### src/rtl/cmpg_pkg.sv
package cmpg_pkg;

    localparam int LEN_W   = 6;
    localparam int PN_W    = 7;
    localparam int PN_TAPB = 5;
    localparam logic [PN_W-1:0] PN_SEED = 7'b0000001;

    typedef enum logic [1:0] {
        PH_IDLE  = 2'd0,
        PH_WATCH = 2'd1,
        PH_HOLD  = 2'd2
    } phase_t;

    typedef enum logic [1:0] {
        LV_NONE   = 2'd0,
        LV_LOW_Q  = 2'd1,
        LV_LOW_QN = 2'd2,
        LV_BOTH   = 2'd3
    } latch_view_t;

    typedef struct packed {
        logic strobe;
        logic bit_v;
        logic forced;
    } verdict_t;

    function automatic latch_view_t view_latch(input logic q, input logic qn);
        latch_view_t v;
        case ({q, qn})
            2'b11:   v = LV_NONE;
            2'b01:   v = LV_LOW_Q;
            2'b10:   v = LV_LOW_QN;
            default: v = LV_BOTH;
        endcase
        return v;
    endfunction

    function automatic logic [LEN_W-1:0] eff_len(input logic [LEN_W-1:0] l);
        return (l == '0) ? LEN_W'(1) : l;
    endfunction

endpackage

### src/rtl/cmpg_pn_source.sv
module cmpg_pn_source
    import cmpg_pkg::*;
#(
    parameter int W = PN_W,
    parameter int TAPB = PN_TAPB,
    parameter logic [W-1:0] SEED = PN_SEED
) (
    input  logic clk,
    input  logic rst,
    input  logic advance,
    output logic pn_bit
);
    logic [W-1:0] state_q;
    logic         fb;

    generate
        if (TAPB >= 0 && TAPB < W - 1) begin : g_two_tap
            assign fb = state_q[W-1] ^ state_q[TAPB];
        end else begin : g_self_tap
            assign fb = ~state_q[W-1];
        end
    endgenerate

    always_ff @(posedge clk) begin
        if (rst) begin
            state_q <= SEED;
        end else if (advance) begin
            state_q <= {state_q[W-2:0], fb};
        end
    end

    assign pn_bit = state_q[W-1];
endmodule

### src/rtl/cmpg_window_timer.sv
module cmpg_window_timer
    import cmpg_pkg::*;
#(
    parameter int LW = LEN_W
) (
    input  logic          clk,
    input  logic          rst,
    input  logic          load,
    input  logic          run,
    input  logic [LW-1:0] len,
    output logic          expired
);
    logic [LW-1:0] cnt_q;
    logic [LW-1:0] limit;

    assign limit   = (len == '0) ? LW'(1) : len;
    assign expired = (cnt_q >= limit);

    always_ff @(posedge clk) begin
        if (rst) begin
            cnt_q <= '0;
        end else if (load) begin
            cnt_q <= LW'(1);
        end else if (run && !expired) begin
            cnt_q <= cnt_q + LW'(1);
        end
    end
endmodule

### src/rtl/cmpg_phase_ctrl.sv
module cmpg_phase_ctrl
    import cmpg_pkg::*;
(
    input  logic        clk,
    input  logic        rst,
    input  logic        cmp_clk,
    input  latch_view_t view,
    input  logic        expired,
    input  logic        pn_bit,
    output logic        timer_load,
    output logic        timer_run,
    output logic        pn_adv,
    output verdict_t    verdict
);
    phase_t   ph_q, ph_d;
    verdict_t vd_q;
    logic     watching, decide, forced_now, val_now;

    assign watching   = (ph_q == PH_WATCH) && cmp_clk;
    assign timer_load = (ph_q == PH_IDLE) && cmp_clk;
    assign timer_run  = watching;

    always_comb begin
        decide     = 1'b0;
        forced_now = 1'b0;
        val_now    = 1'b0;
        if (watching) begin
            unique case (view)
                LV_LOW_Q:  begin decide = 1'b1; val_now = 1'b0; end
                LV_LOW_QN: begin decide = 1'b1; val_now = 1'b1; end
                LV_BOTH:   begin decide = 1'b1; forced_now = 1'b1; val_now = pn_bit; end
                default: begin
                    if (expired) begin
                        decide     = 1'b1;
                        forced_now = 1'b1;
                        val_now    = pn_bit;
                    end
                end
            endcase
        end
    end

    assign pn_adv = forced_now;

    always_comb begin
        ph_d = ph_q;
        unique case (ph_q)
            PH_IDLE:  if (cmp_clk) ph_d = PH_WATCH;
            PH_WATCH: begin
                if (!cmp_clk)    ph_d = PH_IDLE;
                else if (decide) ph_d = PH_HOLD;
            end
            PH_HOLD:  if (!cmp_clk) ph_d = PH_IDLE;
            default:  ph_d = PH_IDLE;
        endcase
    end

    always_ff @(posedge clk) begin
        if (rst) begin
            ph_q <= PH_IDLE;
            vd_q <= '0;
        end else begin
            ph_q        <= ph_d;
            vd_q.strobe <= decide;
            vd_q.forced <= forced_now;
            if (decide) vd_q.bit_v <= val_now;
        end
    end

    assign verdict = vd_q;
endmodule

### src/rtl/cmp_timeout_guard.sv
module cmp_timeout_guard
    import cmpg_pkg::*;
#(
    parameter int LW   = LEN_W,
    parameter int PW   = PN_W,
    parameter int TAPB = PN_TAPB,
    parameter logic [PW-1:0] SEED = PN_SEED
) (
    input  logic          clk,
    input  logic          rst,
    input  logic          cmp_clk,
    input  logic          lat_q,
    input  logic          lat_qn,
    input  logic [LW-1:0] tmo_len,
    output logic          done_o,
    output logic          bit_o,
    output logic          tmo_o
);
    latch_view_t view;
    logic        expired, pn_bit, pn_adv, t_load, t_run;
    verdict_t    verdict;

    assign view = view_latch(lat_q, lat_qn);

    cmpg_window_timer #(.LW(LW)) u_timer (
        .clk(clk), .rst(rst), .load(t_load), .run(t_run),
        .len(tmo_len), .expired(expired)
    );

    cmpg_pn_source #(.W(PW), .TAPB(TAPB), .SEED(SEED)) u_pn (
        .clk(clk), .rst(rst), .advance(pn_adv), .pn_bit(pn_bit)
    );

    cmpg_phase_ctrl u_ctrl (
        .clk(clk), .rst(rst), .cmp_clk(cmp_clk), .view(view),
        .expired(expired), .pn_bit(pn_bit), .timer_load(t_load),
        .timer_run(t_run), .pn_adv(pn_adv), .verdict(verdict)
    );

    assign done_o = verdict.strobe;
    assign bit_o  = verdict.bit_v;
    assign tmo_o  = verdict.forced;
endmodule

### config.mk
export PLATFORM = sky130hd
export DESIGN_NAME = cmp_timeout_guard
export DESIGN_NICKNAME = d
export VERILOG_FILES = /design/src/rtl/cmpg_pkg.sv /design/src/rtl/cmpg_pn_source.sv /design/src/rtl/cmpg_window_timer.sv /design/src/rtl/cmpg_phase_ctrl.sv /design/src/rtl/cmp_timeout_guard.sv
export SDC_FILE = /design/constraint.sdc
export NUM_CORES = 1
export LEC_CHECK = 0
export CAP_MARGIN = 20
export CORE_MARGIN = 2
export CORE_UTILIZATION = 25
export DETAILED_ROUTE_END_ITERATION = 8
export GPL_ROUTABILITY_DRIVEN = 0
export MAX_ROUTING_LAYER = met4
export PLACE_DENSITY = 0.54
export SKIP_CTS_REPAIR_TIMING = 1
export SYNTH_ARGS = -nofsm -noshare
export SYNTH_HDL_FRONTEND = slang
export SYNTH_HIERARCHICAL = 1
export SYNTH_SLANG_ARGS = --single-unit
### constraint.sdc
create_clock -name clk -period 5.8 [get_ports clk]
set_input_delay 0.58 -clock clk [delete_from_list [all_inputs] [get_ports clk]]
set_output_delay 0.58 -clock clk [all_outputs]
set_load 0.1 [all_outputs]
After elaboration in Yosys (flattened, before gate mapping)
Cells that the tools add are included.
- bitwise operators: 1
- magnitude comparators: 1
- reductions and logical operators: 11
- multiplexer cells: 17
- equality and inequality tests: 11
- add/subtract/negate cells: 1
- operators with widths (operator ; count):
    case mux 2 bit (3 select lines) ; 2
    equality test 2 bit, second input constant ; 5
    two-way mux 1 bit ; 8
    two-way mux 2 bit ; 4
    adder 6 x 1 -> 6 bit, second input constant ; 1
    equality test 2 x 1 -> 1 bit, second input constant ; 3
    >= comparator 6 bit ; 1
    logical NOT 6 bit ; 1
    two-way mux 6 bit ; 1
    inequality test 2 bit, second input constant ; 2
    OR reduction 2 bit ; 2
    logical AND 1 bit ; 3
    inequality test 3 x 2 -> 1 bit, second input constant ; 1
    case mux 1 bit (3 select lines) ; 1
    AND reduction 3 bit ; 1
    OR reduction 3 bit ; 1
    logical NOT 2 bit ; 1
    case mux 1 bit (2 select lines) ; 1
    nonzero test 2 bit ; 1
    logical NOT 1 bit ; 1
    bitwise XOR 1 bit ; 1
- output and inout bits: 3
- word-level logic and storage cells: 49
- input bits: 11
- register bits after elaboration: 18

Longest topological paths before layout
- depth in word-level cells: 9
- depth in mapped cells: 11
- depth with buffers taken out: 10

Cells and area by module
Netlist, hierarchy kept.
- modules (own cells, without submodules) (module ; cells each ; area each (um2) ; instances ; seq. area each (um2)):
    cmpg_window_timer ; 52 ; 449.2 ; 1 ; 120.1
    cmpg_pn_source ; 25 ; 262.8 ; 1 ; 140.1
    cmpg_phase_ctrl ; 24 ; 230.2 ; 1 ; 100.1
    cmp_timeout_guard ; 2 ; 7.5 ; 1 ; 0.0

Least setup slack after synthesis
Ideal clock, no wire load.
- kind: input port to flip-flop
- start: input tmo_len[4]
- end: register u_ctrl.ph_q[0]
- setup time: 100 ps
- slack: 3284 ps
- data arrival time: 2416 ps
- stages: 8
- required time: 5700 ps
- buffers on the path: 0
- cell sequence: nor3_1 -> a31o_2 -> ha_1 -> nand2b_1 -> a21oi_1 -> o21ai_0 -> or3_4 -> a2111oi_4
- word-level cells in the longest chain between the ends: 8
- RTL lines (element ; line ; source):
    start: declaration ; cmp_timeout_guard.sv:14 ; input logic [LW-1:0] tmo_len,
    logical NOT 6 bit ; cmpg_window_timer.sv:16 ; assign limit = (len == '0) ? LW'(1) : len;
    two-way mux 6 bit * ; cmpg_window_timer.sv:16 ;
    >= comparator 6 bit * ; cmpg_window_timer.sv:17 ; assign expired = (cnt_q >= limit);
    via expired ; cmp_timeout_guard.sv:20 ; logic expired, pn_bit, pn_adv, t_load, t_run;
    two-way mux 1 bit * ; cmpg_phase_ctrl.sv:33 ; if (expired) begin
    two-way mux 1 bit * ; cmpg_phase_ctrl.sv:28 ; unique case (view)
    two-way mux 1 bit * ; cmpg_phase_ctrl.sv:27 ; if (watching) begin
    inequality test 3 x 2 -> 1 bit (no source line) * ; - ;
    AND reduction 3 bit (no source line) * ; - ;
    end signal: assignment ; cmpg_phase_ctrl.sv:63 ; ph_q <= ph_d;
    end: declaration ; cmpg_phase_ctrl.sv:15 ; phase_t ph_q, ph_d;
Mark *: on every way through the listed nets, which the timed path passes. The rest lies on a longest branch.
A chain may end at the register's enable or synchronous reset.

Worst setup path in the final report
- start: input tmo_len[4]
- end: register u_pn.state_q[2]
- word-level cells in the longest chain between the ends: 6
- RTL lines (element ; line ; source):
    logical NOT 6 bit ; cmpg_window_timer.sv:16 ;
    two-way mux 6 bit * ; cmpg_window_timer.sv:16 ;
    >= comparator 6 bit * ; cmpg_window_timer.sv:17 ;
    via expired ; cmp_timeout_guard.sv:20 ;
    two-way mux 1 bit * ; cmpg_phase_ctrl.sv:33 ;
    case mux 1 bit (2 select lines) * ; cmpg_phase_ctrl.sv:28 ;
    two-way mux 1 bit * ; cmpg_phase_ctrl.sv:27 ;
    via pn_adv ; cmp_timeout_guard.sv:20 ;
    end signal: assignment ; cmpg_pn_source.sv:28 ; state_q <= {state_q[W-2:0], fb};
    end: declaration ; cmpg_pn_source.sv:13 ; logic [W-1:0] state_q;
Marked as above.

==> impl_metrics.json <==
{
  "die-area_um2": 4310,
  "synth_seq_cells": 18,
  "dp.cells": 162,
  "drt_iter0_markers": 30,
  "crit_fanout": 8,
  "via_count": 758,
  "grt_pass1_vias": 761,
  "coreArea_um2": 3660,
  "cp_common_cell": "a21oi_1",
  "antenna_found_initial": 0,
  "grt_max_degree": 16,
  "syn_inst": 103,
  "crit_chain": "clkdlybuf4s50_1 -> nor3_1 -> a31o_2 -> ha_1 -> nand2b_1 -> a21oi_1 -> o21ai_0 -> nand2_1 -> a21oi_1 -> mux2i_1 -> nor2_1",
  "slew_headroom": 0.358,
  "clock_latency_ns": 0.25,
  "clock-sinks": 18,
  "cts_buffers": 3,
  "drt_first_pass_iters": 4,
  "ant_nets": 0,
  "r2r-end": "u_pn/state_q[2]",
  "postLayoutCoreUtil": 0.322,
  "worst_slew_pin_slew_ns": 0.960,
  "clk_pin_slew_worst_paths_ns": 0.07,
  "holdCritPathClass": "reg -> reg",
  "die_w_um": 65.6,
  "hpwl_um": 1400,
  "setup_ws_ns": 2.66,
  "pre_cts_ws_ns": 2.39,
  "stdcell_area_um2": 1180,
  "cellPowerDensity_nw_per_um2": 222,
  "yosysWarnings": 6,
  "synth.top_cells.by_area": "dfxtp_1 (38%), ha_1 (9.2%), mux2i_1 (7.4%)",
  "placed_area_um2": 1120,
  "r2r_cells": 7,
  "synthToLayoutAreaGrowth_pct": 24.1,
  "setup-tns-final_ns": 0,
  "holdPathStages": 2,
  "outcome": "finished, final reports clean",
  "crit_start": "tmo_len[4]",
  "rsz0062_at_grt": "no",
  "slowest_stage": "a21oi_1",
  "postSynth.asyncResetShare": 0,
  "clk_path_buf_depth": 2,
  "io_pins": 14,
  "vdd_drop_max_uv": 56.4,
  "start_util": 0.259,
  "startpoint_type": "primary input",
  "htree_levels": 1,
  "diodes": 0,
  "wirelength_um": 1750,
  "ctsRootBufferMaster": "clkbuf_8",
  "clock-skew-final_ns": 0.000755,
  "vias_per_cell": 4.57,
  "synth_area_um2": 950,
  "track_usage": 0.0962,
  "syn-num-nets": 121,
  "grt_pass1_wl_um": 3120,
  "holdWs_ns": 0.503,
  "endpoint_kind": "flip-flop",
  "setup_viol": 0,
  "finalCriticalPeriod_ns": 3.14,
  "crit_buf_inv": 1,
  "cp_slowest_stage_delay_ns": 0.64,
  "yosysUniqueCellTypes": 32,
  "rows": 22,
  "yosysSeqAreaShare": 0.379,
  "die_height_um": 65.6,
  "crit_family": "compound AO/OA/AOI/OAI gates",
  "drc": 0,
  "power_uw": 261,
  "hold_viol_final": 0,
  "synth_top_area_frac": 0.379,
  "slew_violations": 0,
  "ys.flop_type": "dfxtp_1",
  "synth_edf_count": 0,
  "final_cells": 166,
  "wl_per_cell_um": 10.6,
  "grt_overflow_total": 0,
  "avgSynthCellArea_um2": 9.22,
  "worst-setup-path-type": "in -> reg",
  "yosysTopAreaCell": "dfxtp_1",
  "cp_data_required_time_ns": 5.92,
  "fmax_mhz": 319,
  "total_leakage_power_nw": 0.469,
  "crit-reg2reg-launch": "u_timer/cnt_q[5]",
  "cap_violations": 0,
  "nets": 137,
  "regToRegSetupSlack_ns": 3.29,
  "cp.arrival_ns": 3.25,
  "drive_gt1_frac": 0.0932,
  "hold_start": "u_pn/state_q[2]",
  "worstHoldEndpoint": "u_pn/state_q[3]",
  "cts_tree": "yes",
  "fin_crit_sh": 0.541,
  "place.port_buffers": 13
}
final cells by class:
type	instances	area [um2]
well taps	48	60.1
clock buffers	4	55.1
repair buffers	13	130
multi-input cells	70	524
inverters	13	48.8
fillers	381	2480
flip-flops and latches	18	360
kinds of logic (layout without fill, tap and decap cells):
group	count (synthesis)	count (layout)	share of synthesized area
buffers and inverters	15	30	0.0685
adders and majority gates	7	7	0.0922
DFF	18	18	0.379
AOI/OAI and AO/OA	24	24	0.199
xor gates and xnor gates	5	5	0.0461
and+or+nand+nor	27	27	0.141
muxes	7	7	0.0738
power by group:
part | internal [mW] | switching (mW) | total (mW)
registers | 0.126 | 0.00190 | 0.128
logic | 0.0152 | 0.0187 | 0.0339
clock network | 0.0602 | 0.0394 | 0.0996
total | 0.201 | 0.0600 | 0.261
state kept, by name, indices dropped and copies added (netlist names):
signal          cells
u_ctrl/verdict      3
u_ctrl/ph_q         2
u_pn/state_q        7
u_timer/cnt_q       6
worst reg2reg max path, stage by stage (launching register included):
cell and delay (ns):
dfxtp_1 0.33, ha_1 0.37, nand4_1 0.23, o21ai_0 0.35, nand2_1 0.13, a21oi_1 0.64, mux2i_1 0.27, nor2_1 0.05
cell usage after synthesis, types with 3 or more instances:
library cell	n
nor3_1	3
a21oi_1	7
inv_1	13
nor2_1	12
dfxtp_1	18
nand2_1	3
mux2i_1	7
xor2_1	3
ha_1	7
o21ai_0	3
metal layers:
layer / global-route usage / wire length, um / vias up
met2: 0.163 / 861 / 13
li1: - / - / 392
met5: - / 0 / -
met3: 0.0154 / 43 / 2
met1: 0.110 / 824 / 351
met4: 0.0469 / 25 / 0
worst max-delay path by stage:
stage / to / slack, ns / cells past startpoint
2_1_floorplan: u_ctrl/ph_q[0] / 3.28 / 8
3_3_place_gp: u_pn/state_q[2] / 2.45 / 11
3_5_place_dp: u_pn/state_q[2] / 2.39 / 11
4_1_cts: u_pn/state_q[2] / 2.67 / 11
5_1_grt: u_pn/state_q[2] / 2.36 / 11
6_report: u_pn/state_q[2] / 2.66 / 11
layout by cell type, fill, tap and decap left out, types with 2 or more instances in the layout:
cell type / instances
dfxtp_1: 18
inv_1: 13
clkdlybuf4s50_1: 13
nor2_1: 12
a21oi_1: 7
mux2i_1: 7
ha_1: 7
clkbuf_8: 4
nor3_1: 3
nand2_1: 3
o21ai_0: 3
xor2_1: 3
nand3b_1: 2
a311oi_1: 2
xnor2_1: 2
a31oi_1: 2
nand4_1: 2
Power figures use the tool's default switching activity.
